## src/rtl/evf_pkg.sv

```systemverilog
package evf_pkg;
  localparam int STAT_W    = 13;
  localparam int EN_W      = 11;
  localparam int STICKY_LO = 3;
  localparam int STICKY_HI = 11;
  localparam int STICKY_N  = STICKY_HI - STICKY_LO + 1;
  localparam int LIVE_N    = STAT_W - STICKY_N;
  localparam int WDATA_W   = STICKY_HI + 1;

  typedef enum logic {
    SEL_ENABLE = 1'b0,
    SEL_CLEAR  = 1'b1
  } wrTarget_e;

  typedef struct packed {
    logic                enLoad;
    logic [EN_W-1:0]     enWord;
    logic [STICKY_N-1:0] clrMask;
  } evfStrobe_t;

  function automatic int liveBitPos(input int idx);
    return (idx < STICKY_LO) ? idx : STICKY_HI + 1 + (idx - STICKY_LO);
  endfunction
endpackage

```

## src/rtl/evf_ctrl.sv

```systemverilog
module evf_ctrl
  import evf_pkg::*;
(
  input  logic               wrEn,
  input  logic               wrSel,
  input  logic [WDATA_W-1:0] wrData,
  output evfStrobe_t         strb
);
  wrTarget_e target;

  always_comb begin
    target       = wrTarget_e'(wrSel);
    strb.enLoad  = wrEn && (target == SEL_ENABLE);
    strb.enWord  = wrData[EN_W-1:0];
    strb.clrMask = (wrEn && (target == SEL_CLEAR)) ? wrData[STICKY_HI:STICKY_LO]
                                                   : '0;
  end
endmodule

```

## src/rtl/evf_datapath.sv

```systemverilog
module evf_datapath
  import evf_pkg::*;
(
  input  logic                clk,
  input  logic                rstN,
  input  evfStrobe_t          strb,
  input  logic [STICKY_N-1:0] evtPulse,
  input  logic [LIVE_N-1:0]   lvlIn,
  output logic [STAT_W-1:0]   statusOut,
  output logic [EN_W-1:0]     enableOut,
  output logic                irqOut
);
  logic [STICKY_N-1:0] flagVec;
  logic [EN_W-1:0]     enableQ;
  logic                irqQ;

  for (genvar i = 0; i < STICKY_N; i++) begin : g_flag
    logic bitQ;
    always_ff @(posedge clk) begin
      if (!rstN) bitQ <= 1'b0;
      else       bitQ <= (bitQ & ~strb.clrMask[i]) | evtPulse[i];
    end
    assign flagVec[i] = bitQ;
  end

  always_comb begin
    statusOut = '0;
    for (int i = 0; i < LIVE_N; i++)
      statusOut[liveBitPos(i)] = lvlIn[i];
    for (int i = 0; i < STICKY_N; i++)
      statusOut[STICKY_LO + i] = flagVec[i];
  end

  always_ff @(posedge clk) begin
    if (!rstN) begin
      enableQ <= '0;
      irqQ    <= 1'b0;
    end else begin
      if (strb.enLoad) enableQ <= strb.enWord;
      irqQ <= |(statusOut[EN_W-1:0] & enableQ);
    end
  end

  assign enableOut = enableQ;
  assign irqOut    = irqQ;
endmodule

```

## src/rtl/event_flag_ctrl.sv

```systemverilog
module event_flag_ctrl
  import evf_pkg::*;
(
  input  logic                clk,
  input  logic                rstN,
  input  logic [LIVE_N-1:0]   lvlIn,
  input  logic [STICKY_N-1:0] evtPulse,
  input  logic                wrEn,
  input  logic                wrSel,
  input  logic [WDATA_W-1:0]  wrData,
  output logic [STAT_W-1:0]   statusOut,
  output logic                irqOut
);
  evfStrobe_t      strb;
  logic [EN_W-1:0] enableQ;

  evf_ctrl u_ctrl (
    .wrEn   (wrEn),
    .wrSel  (wrSel),
    .wrData (wrData),
    .strb   (strb)
  );

  evf_datapath u_dp (
    .clk       (clk),
    .rstN      (rstN),
    .strb      (strb),
    .evtPulse  (evtPulse),
    .lvlIn     (lvlIn),
    .statusOut (statusOut),
    .enableOut (enableQ),
    .irqOut    (irqOut)
  );
endmodule

```

## config.mk

```make
export PLATFORM = sky130hd
export DESIGN_NAME = event_flag_ctrl
export DESIGN_NICKNAME = d
export VERILOG_FILES = /design/src/rtl/evf_pkg.sv /design/src/rtl/evf_ctrl.sv /design/src/rtl/evf_datapath.sv /design/src/rtl/event_flag_ctrl.sv
export SDC_FILE = /design/constraint.sdc
export NUM_CORES = 1
export LEC_CHECK = 0
export ABC_AREA = 0
export BUFFER_PORTS_ARGS = -buffer_cell sky130_fd_sc_hd__buf_2
export CAP_MARGIN = 20
export CORE_MARGIN = 2
export CORE_UTILIZATION = 45
export CTS_CLUSTER_SIZE = 24
export DETAILED_ROUTE_END_ITERATION = 8
export PLACE_DENSITY = 0.74
export SETUP_SLACK_MARGIN = 0.4
export SLEW_MARGIN = 20
export SYNTH_ARGS = -nofsm -noshare
export SYNTH_HDL_FRONTEND = slang
export SYNTH_HIERARCHICAL = 1
export SYNTH_SLANG_ARGS = --single-unit
export TNS_END_PERCENT = 10
```

## constraint.sdc

```tcl
create_clock -name clk -period 1.1 [get_ports clk]
set_input_delay 0.165 -clock clk [delete_from_list [all_inputs] [get_ports clk]]
set_output_delay 0.165 -clock clk [all_outputs]
set_load 0.005 [all_outputs]
```

==> results.toml, run 1 <==
[clock_network]
cts_max_level = 1
cts.sink_count = 21
cts_tree = "built"
cts_made_buffers = 3
cts_buffer_depth = 2
cts.hold.buffers_added = 0
clkSlewWorstSetupHoldPaths_ns = 0.11
cts.root.buffer_cell = "clkbuf_4"
insertion_delay_ns = 0.29

[finish]
n_antenna_cell = 0
drive_gt1_share_pct = 39.0
regArea_um2 = 423
syn_to_final_growth_pct = 12.2
nNetsFinal = 166
multi_input_area_um2 = 377
fillCellCount = 232

[synth]
syn_inst = 114
syn_avg_cell_area_um2 = 8.88
synth.net_count = 143
synth_area_um2 = 1010
yosys_warnings = 6
seq_area_frac_synth_pct = 41.5
synth_cell_type_count = 15
synth-seq-cells = 21

[timing]
fmax_mhz = 978
worst_pin_slew_ns = 0.303
hold_viol = 0
fin_crit_ns = 1.02
rsz0062_at_grt = "yes"
final_max_slew_viol_count = 0
fin_hold_ws_ns = 0.0675
finalCritPeriodShare_pct = 93.0
slew_headroom_pct = 79.8
setup_viol = 0
tns_ns = 0
worst_clock_skew_ns = 0.00232

[setup_path]
rrSetupSlack_ns = 0.09
crit_buf_inv = 1
crit_type = "register to output port"
cp_slowest_cell = "dfxtp_1"
crit_path_end = "statusOut[3]"
cpPeakStageDelay_ns = 0.42
path_cells = "buf_2"
cp_top_family = "flip-flops"
critPathLaunch = "u_dp/g_flag[0].bitQ"
cp.required_ns = 0.94
path_depth = 1
crit_fanout = 3
r2r-end = "u_dp/irqOut"
regToRegStartpoint = "u_dp/g_flag[6].bitQ"
crit_arrival_ns = 0.86
r2r_cells = 3
end_kind = "output port"
crit_path_start_kind = "register"

[floorplanning]
initial_core_util_pct = 46.7
core_area_um2 = 2170
die-area_um2 = 2640
core.rowCount = 17
die_w_um = 51.4
boundaryPins = 43
die_h_um = 51.4

[global_route]
grt-ovfl-total = 0
grt_usage_pct = 15.6
grt_max_degree = 22
antenna_found_initial = 0
grt_pass1_wl_um = 3070
grt_pass1_vias = 741

[outcome]
outcome = "finished clean"

[route]
drtIter0Drc = 13
via_per_inst = 4.73
vias = 776
drt_wl_total_um = 1880
wire_per_inst_um = 11.5
ant_nets = 0
drc = 0
first_pass_iters = 4

[pwr]
power_mw = 1.43
p_per_area_nw_per_um2 = 1250
ir_drop_v = 0.000568
p_leak_nw = 0.564

[worst_hold_path]
hp-class = "input pin to register"

[job]
cap_violations = 0

[place]
dp.final_hpwl_um = 1440
place_congestion = 0.646
io_buffers = 40
-- placed cells by master (no fill, tap or decap) --
master / n
a21oi_1: 9
nor2_1: 20
nor2b_1: 1
clkbuf_1: 1
a22o_4: 1
buf_4: 5
inv_1: 10
a221oi_4: 1
a31oi_1: 1
mux2i_1: 11
dfxtp_1: 19
clkbuf_4: 3
and3_1: 9
a22o_1: 1
buf_2: 40
dfxtp_2: 2
a221oi_2: 1
a222oi_1: 1
-- flip-flops by register name, summed over array words and instances, names as in the netlist --
signal            count
u_dp/enableOut       11
u_dp/g_flag.bitQ      9
u_dp/irqOut           1
-- synthesized netlist by cell type, drive strengths merged --
cell type	count	area, µm²
a22o	2	18.8
mux2i	11	110
dfxtp	21	420
inv	10	37.5
a31oi	1	6.26
a21oi	9	45.0
nor2	20	75.1
buf	26	193
a221oi	2	30.0
a222oi	1	10.0
and3	9	56.3
clkbuf	1	3.75
nor2b	1	6.26
-- cells by family (layout without fill, tap and decap cells) --
logic type             after synthesis  count (layout)  synth area share, %
buffers and inverters               37              59                 23.1
AOI/OAI and AO/OA                   15              15                 10.9
DFF                                 21              21                 41.5
muxes                               11              11                 10.9
and+or+nand+nor                     30              30                 13.6
-- how the worst min path moves through the flow --
stage | start | to | slack, ns | cells after the start
final | evtPulse[2] | u_dp/g_flag[2].bitQ | 0.07 | 3
after global routing | evtPulse[3] | u_dp/g_flag[3].bitQ | 0.05 | 3
after CTS | evtPulse[3] | u_dp/g_flag[3].bitQ | 0.06 | 3
after detailed placement | lvlIn[3] | statusOut[12] | 0.33 | 0
after global placement | lvlIn[3] | statusOut[12] | 0.33 | 0
after floorplan | evtPulse[0] | u_dp/g_flag[0].bitQ | 0.28 | 2
-- worst register-to-register path: cells and delay by family (launching register included) --
kind,cells,cell delay [ns]
DFF,1,0.35
AOI/OAI and AO/OA,3,0.55
-- where the power goes --
part	switching, mW	internal [mW]
registers	0.0341	0.809
logic	0.0996	0.124
clock network	0.217	0.141
-- per-stage QoR --
step                      utilization, %  std cells  worst slack, ns  instance area (µm²)
final                               52.4        164           0.0771                 1140
after global routing                52.4        164           0.0256                 1140
after CTS                           51.4        164           0.0819                 1110
after detailed placement            50.2        160           0.0444                 1090
after global placement              50.2        160            0.106                 1090
after floorplan                        -        114            0.187                 1010
-- layer usage --
| layer | part of all wire (%) | vias up | GRT usage (%) |
|---|---|---|---|
| li1 | - | 394 | - |
| met1 | 45 | 353 | 18.5 |
| met2 | 47 | 29 | 27.1 |
| met3 | 7.3 | 0 | 3.22 |
| met4 | 0 | 0 | 6.58 |
| met5 | 0 | - | 0 |
-- final cells by class --
cell class	instances	share of cell area (%)
Clock buffer	4	2.31
Sequential cell	21	37.2
Tap cell	28	3.08
Timing Repair Buffer	45	20.9
Inverter	10	3.30
Multi-Input combinational cell	56	33.1
-- repair_timing --
item                                    4_1_cts  5_1_grt
pin swaps                                     0        1
setup buffers                                 0        0
gates resized for setup                       0        4
endpoints found under the setup margin       12       19
Power figures use the tool's default switching activity.
==> run 2: changes to the inputs <==
--- a/config.mk
+++ b/config.mk
@@ -12,7 +12,7 @@
 export CORE_UTILIZATION = 45
 export CTS_CLUSTER_SIZE = 24
 export DETAILED_ROUTE_END_ITERATION = 8
-export PLACE_DENSITY = 0.74
+export PLACE_DENSITY = 0.76
 export SETUP_SLACK_MARGIN = 0.4
 export SLEW_MARGIN = 20
 export SYNTH_ARGS = -nofsm -noshare
==> constraint.sdc (replaced) <==
create_clock -name clk -period 1.1 [get_ports clk]
set_input_delay 0.22 -clock clk [delete_from_list [all_inputs] [get_ports clk]]
set_output_delay 0.22 -clock clk [all_outputs]
set_load 0.005 [all_outputs]
==> run 2 against run 1 <==
Setup slack improved by 0.029 ns. Sequential power about the same. Highest routed layer unchanged. Largest cell class unchanged. Core utilization increased by 0.81 points. Final area grew 1.5%. Wire length increased by 2.4%. Total power increased by 1.3%.
==> results.toml, run 2 (synthesized netlist as in run 1, its figures left out) <==
[outcome]
outcome = "finished clean"

[clock_network]
cts_tree = "built"
insertion_delay_ns = 0.30
cts_buffer_depth = 2
clkSlewWorstSetupHoldPaths_ns = 0.11
cts.sink_count = 21
cts.root.buffer_cell = "clkbuf_4"
cts_made_buffers = 3
cts_max_level = 1

[finish]
nNetsFinal = 166
largest_reg_flops = 11
instances_no_fill = 164
final_cell_area_um2 = 1150
drive_gt1_share_pct = 44.9
mostFrequentLayoutCell = "buf_2"
mostFrequentLayoutCells = "40 x buf_2, 20 x nor2_1, 12 x dfxtp_1, 11 x mux2i_1, 10 x inv_1"
n_antenna_cell = 0
syn_to_final_growth_pct = 14.0
final_util_pct = 53.2

[route]
wire_per_inst_um = 11.7
drt_wl_total_um = 1930
vias = 780
via_per_inst = 4.76
first_pass_iters = 4
drtIter0Drc = 24
ant_nets = 0
drc = 0

[place]
dpl-instance-area_um2 = 1110
dp.final_hpwl_um = 1470
place_congestion = 0.641
io_buffers = 40
dp.cells = 159

[global_route]
antenna_found_initial = 0
grt-ovfl-total = 0
grt_pass1_vias = 685
grt_pass1_wl_um = 2860
grt_usage_pct = 14.6
grt_max_degree = 22

[floorplanning]
boundaryPins = 43
die_h_um = 51.4
die_w_um = 51.4
core_area_um2 = 2170
core.rowCount = 17
initial_core_util_pct = 46.7
die-area_um2 = 2640

[setup_path]
crit_buf_inv = 1
cp_top_family = "flip-flops"
crit_type = "register to output port"
path_cells = "buf_2"
rrSetupSlack_ns = 0.11
critPathLaunch = "u_dp/g_flag[4].bitQ"
crit_arrival_ns = 0.77
cpPeakStageDelay_ns = 0.37
r2r-end = "u_dp/irqOut"
cp.required_ns = 0.88
path_depth = 1
r2r_cells = 3
regToRegStartpoint = "u_dp/enableOut[9]"
crit_path_start_kind = "register"
crit_fanout = 3
cp_slowest_cell = "dfxtp_2"
crit_path_end = "statusOut[7]"
end_kind = "output port"

[timing]
fin_crit_ns = 0.993
final_max_slew_viol_count = 0
worst_pin_slew_ns = 0.305
hold_viol = 0
fmax_mhz = 1010
rsz0062_at_grt = "yes"
slew_headroom_pct = 79.6
setup_viol = 0
worst_clock_skew_ns = 0.00138
tns_ns = 0
finalCritPeriodShare_pct = 90.3

[job]
cap_violations = 0

[pwr]
p_per_area_nw_per_um2 = 1250
p_leak_nw = 0.568
ir_drop_v = 0.000711
power_mw = 1.44

[worst_hold_path]
hp-class = "input pin to register"
[run 2: cell types whose count changed in the layout (fill, tap and decap cells not counted)]
cell      delta
nor2b_1      -1
a22o_2       +1
a221oi_2     +1
buf_12       +2
dfxtp_2      +7
buf_4        -2
a22o_4       -1
nor2b_2      +1
a221oi_4     -1
dfxtp_1      -7
[run 2: repair_timing]
item,4_1_cts,5_1_grt
endpoints found under the setup margin,12,18
pin swaps,2,0
setup buffers,1,0
hold buffers,0,0
resized for setup,8,1
[run 2: layout make-up]
class / count / area, µm²
Inverter: 10 / 37.5
Fill cell: 218 / 1020
Multi-Input combinational cell: 56 / 360
Timing Repair Buffer: 45 / 263
Tap cell: 28 / 35.0
Clock buffer: 4 / 26.3
Sequential cell: 21 / 432
[run 2: power by group]
part / internal, mW / switching (mW) / total [mW]
registers: 0.813 / 0.0294 / 0.842
clock network: 0.141 / 0.226 / 0.367
logic: 0.131 / 0.103 / 0.234
[run 2: through the flow]
step | hold slack, ns | worst slack, ns
after floorplan | 0.337 | 0.187
after global placement | 0.425 | 0.119
after detailed placement | 0.433 | 0.0614
after CTS | 0.115 | 0.0935
after global routing | 0.110 | 0.0491
final | 0.119 | 0.107
[run 2: worst register-to-register path, delay by kind of cell, from the launching register on]
kind            cells  cell delay [ns]
flops               1             0.33
compound gates      3             0.55
[run 2: worst min-delay path by stage]
stage | start | endpoint | slack, ns | cells past startpoint
after global placement | evtPulse[5] | u_dp/g_flag[5].bitQ | 0.42 | 3
final | evtPulse[1] | u_dp/g_flag[1].bitQ | 0.12 | 3
after global routing | evtPulse[3] | u_dp/g_flag[3].bitQ | 0.11 | 3
after floorplan | evtPulse[0] | u_dp/g_flag[0].bitQ | 0.34 | 2
after CTS | evtPulse[5] | u_dp/g_flag[5].bitQ | 0.11 | 3
after detailed placement | evtPulse[5] | u_dp/g_flag[5].bitQ | 0.43 | 3
[run 2: layer usage]
layer	global-route usage, %	share of wire (%)	vias to the layer above	wire length, µm
li1	-	-	396	-
met1	16.7	45	355	875
met2	25.6	48	29	924
met3	4.09	6.5	0	126
met4	5.26	0	0	0
met5	0	0	-	0
==> run 3: changes to the inputs <==
==> constraint.sdc (replaced) <==
create_clock -name clk -period 1.1 [get_ports clk]
set_input_delay 0.22 -clock clk [delete_from_list [all_inputs] [get_ports clk]]
set_output_delay 0.22 -clock clk [all_outputs]
set_load 0.05 [all_outputs]
==> run 3 against run 2 <==
Non-clock buffer count rose by 2. Die area is the same. Via count up 1.7%. Clock-buffer cell count shrank 1. Core utilization up 3.0 points. Critical path depth is the same. Total power up 10%. Sequential share of layout area shrank 1.8 points. Maximum frequency shrank 5.7%. Largest cell class unchanged. Critical endpoint is now statusOut[3]. Sequential power is 0.6% higher. Clock power is 1% lower.
==> results.toml, run 3 (synthesized netlist as in run 1, its figures left out) <==
[setup_path]
crit_fanout = 3
regToRegStartpoint = "u_dp/g_flag[1].bitQ"
rrSetupSlack_ns = 0.07
critPathLaunch = "u_dp/g_flag[0].bitQ"
cp_top_family = "flip-flops"
cp_slowest_cell = "dfxtp_2"
cp.required_ns = 0.88
r2r-end = "u_dp/irqOut"
r2r_cells = 3
path_cells = "buf_6"
crit_arrival_ns = 0.83
cpPeakStageDelay_ns = 0.38
crit_type = "register to output port"
crit_path_start_kind = "register"
crit_path_end = "statusOut[3]"
end_kind = "output port"
crit_buf_inv = 1
path_depth = 1

[place]
dp.cells = 160
place_congestion = 0.688
io_buffers = 40
dp.final_hpwl_um = 1440

[clock_network]
cts.hold.buffers_added = 0
clkSlewWorstSetupHoldPaths_ns = 0.12
cts_made_buffers = 3
insertion_delay_ns = 0.30
cts_max_level = 1
cts.root.buffer_cell = "clkbuf_4"
cts.sink_count = 21
cts_buffer_depth = 2
cts_tree = "built"

[route]
first_pass_iters = 4
wire_per_inst_um = 11.3
drtIter0Drc = 11
vias = 793
via_per_inst = 4.78
drt_wl_total_um = 1880
ant_nets = 0
drc = 0

[timing]
worst_pin_slew_ns = 0.254
fin_crit_ns = 1.05
setup_viol = 0
slew_headroom_pct = 83.1
fmax_mhz = 949
hold_viol = 0
finalCritPeriodShare_pct = 95.8
worst_clock_skew_ns = 0.00800
tns_ns = 0
final_max_slew_viol_count = 0
rsz0062_at_grt = "yes"

[finish]
multi_input_area_um2 = 365
instances_no_fill = 166
syn_to_final_growth_pct = 20.4
drive_gt1_share_pct = 46.4
mostFrequentLayoutCell = "buf_2"
fillCellCount = 220
largest_reg_flops = 11
nNetsFinal = 168
regArea_um2 = 434
final_util_pct = 56.2
n_antenna_cell = 0
mostFrequentLayoutCells = "30 x buf_2, 20 x nor2_1, 12 x dfxtp_1, 11 x mux2i_1, 10 x inv_1"

[pwr]
p_per_area_nw_per_um2 = 1300
ir_drop_v = 0.000782
p_leak_nw = 0.594

[floorplanning]
die-area_um2 = 2640
die_w_um = 51.4
core_area_um2 = 2170
core.rowCount = 17
die_h_um = 51.4
boundaryPins = 43
initial_core_util_pct = 46.7

[global_route]
grt_usage_pct = 15.3
grt_pass1_vias = 726
grt_pass1_wl_um = 3020
antenna_found_initial = 0
grt_max_degree = 22
grt-ovfl-total = 0

[outcome]
outcome = "finished clean"

[worst_hold_path]
hp-class = "input pin to register"
holdCritStartpoint = "evtPulse[7]"

[job]
cap_violations = 0
run 3: cell count changes in the layout (fill, tap and decap cells not counted), moves of 2 or more:
cell	before	now
buf_12	2	0
buf_6	0	7
buf_8	0	2
buf_2	40	30
buf_4	3	8
run 3: power breakdown:
group	internal [mW]	switching, mW
clock network	0.135	0.227
logic	0.164	0.217
registers	0.812	0.0345
run 3: area by class of cell:
class                           instances  area share (%)
Clock buffer                            3            1.85
Clock inverter                          1           0.411
Inverter                               10            3.08
Multi-Input combinational cell         56            30.0
Sequential cell                        21            35.6
Tap cell                               28            2.87
Timing Repair Buffer                   47            26.2
run 3: repair_timing:
item	CTS	global route
endpoints found under the setup margin	23	29
gates resized for setup	28	3
setup buffers	2	0
run 3: worst reg2reg max path: cells and delay by family, from the launching register on:
family / cells / cell delay, ns
AOI/OAI and AO/OA: 3 / 0.56
DFF: 1 / 0.36
run 3: worst min path at each step:
stage | slack, ns | endpoint | cells after the start
2_1_floorplan | 0.34 | u_dp/g_flag[0].bitQ | 2
3_3_place_gp | 0.42 | u_dp/g_flag[5].bitQ | 3
3_5_place_dp | 0.44 | u_dp/g_flag[1].bitQ | 3
4_1_cts | 0.11 | u_dp/g_flag[1].bitQ | 3
5_1_grt | 0.13 | u_dp/g_flag[1].bitQ | 3
6_report | 0.12 | u_dp/g_flag[7].bitQ | 3
run 3: routing by layer:
layer | vias up | share of wire [%] | global-route usage [%]
met4 | 0 | 0 | 5.26
met1 | 352 | 44 | 18.6
met5 | - | 0 | 0
met3 | 0 | 8.2 | 3.22
li1 | 405 | - | -
met2 | 36 | 47 | 26.5
run 3: per-stage QoR:
stage / power (mW) / setup slack (ns) / area [µm²] / hold WS [ns]
after CTS: 1.61 / 0.0293 / 1210 / 0.108
after floorplan: 1.15 / 0.187 / 1020 / 0.337
after detailed placement: 1.19 / 0.0322 / 1100 / 0.436
after global placement: 1.19 / 0.0799 / 1100 / 0.425
after global routing: 1.67 / 0.0104 / 1220 / 0.126
final: 1.59 / 0.0465 / 1220 / 0.119
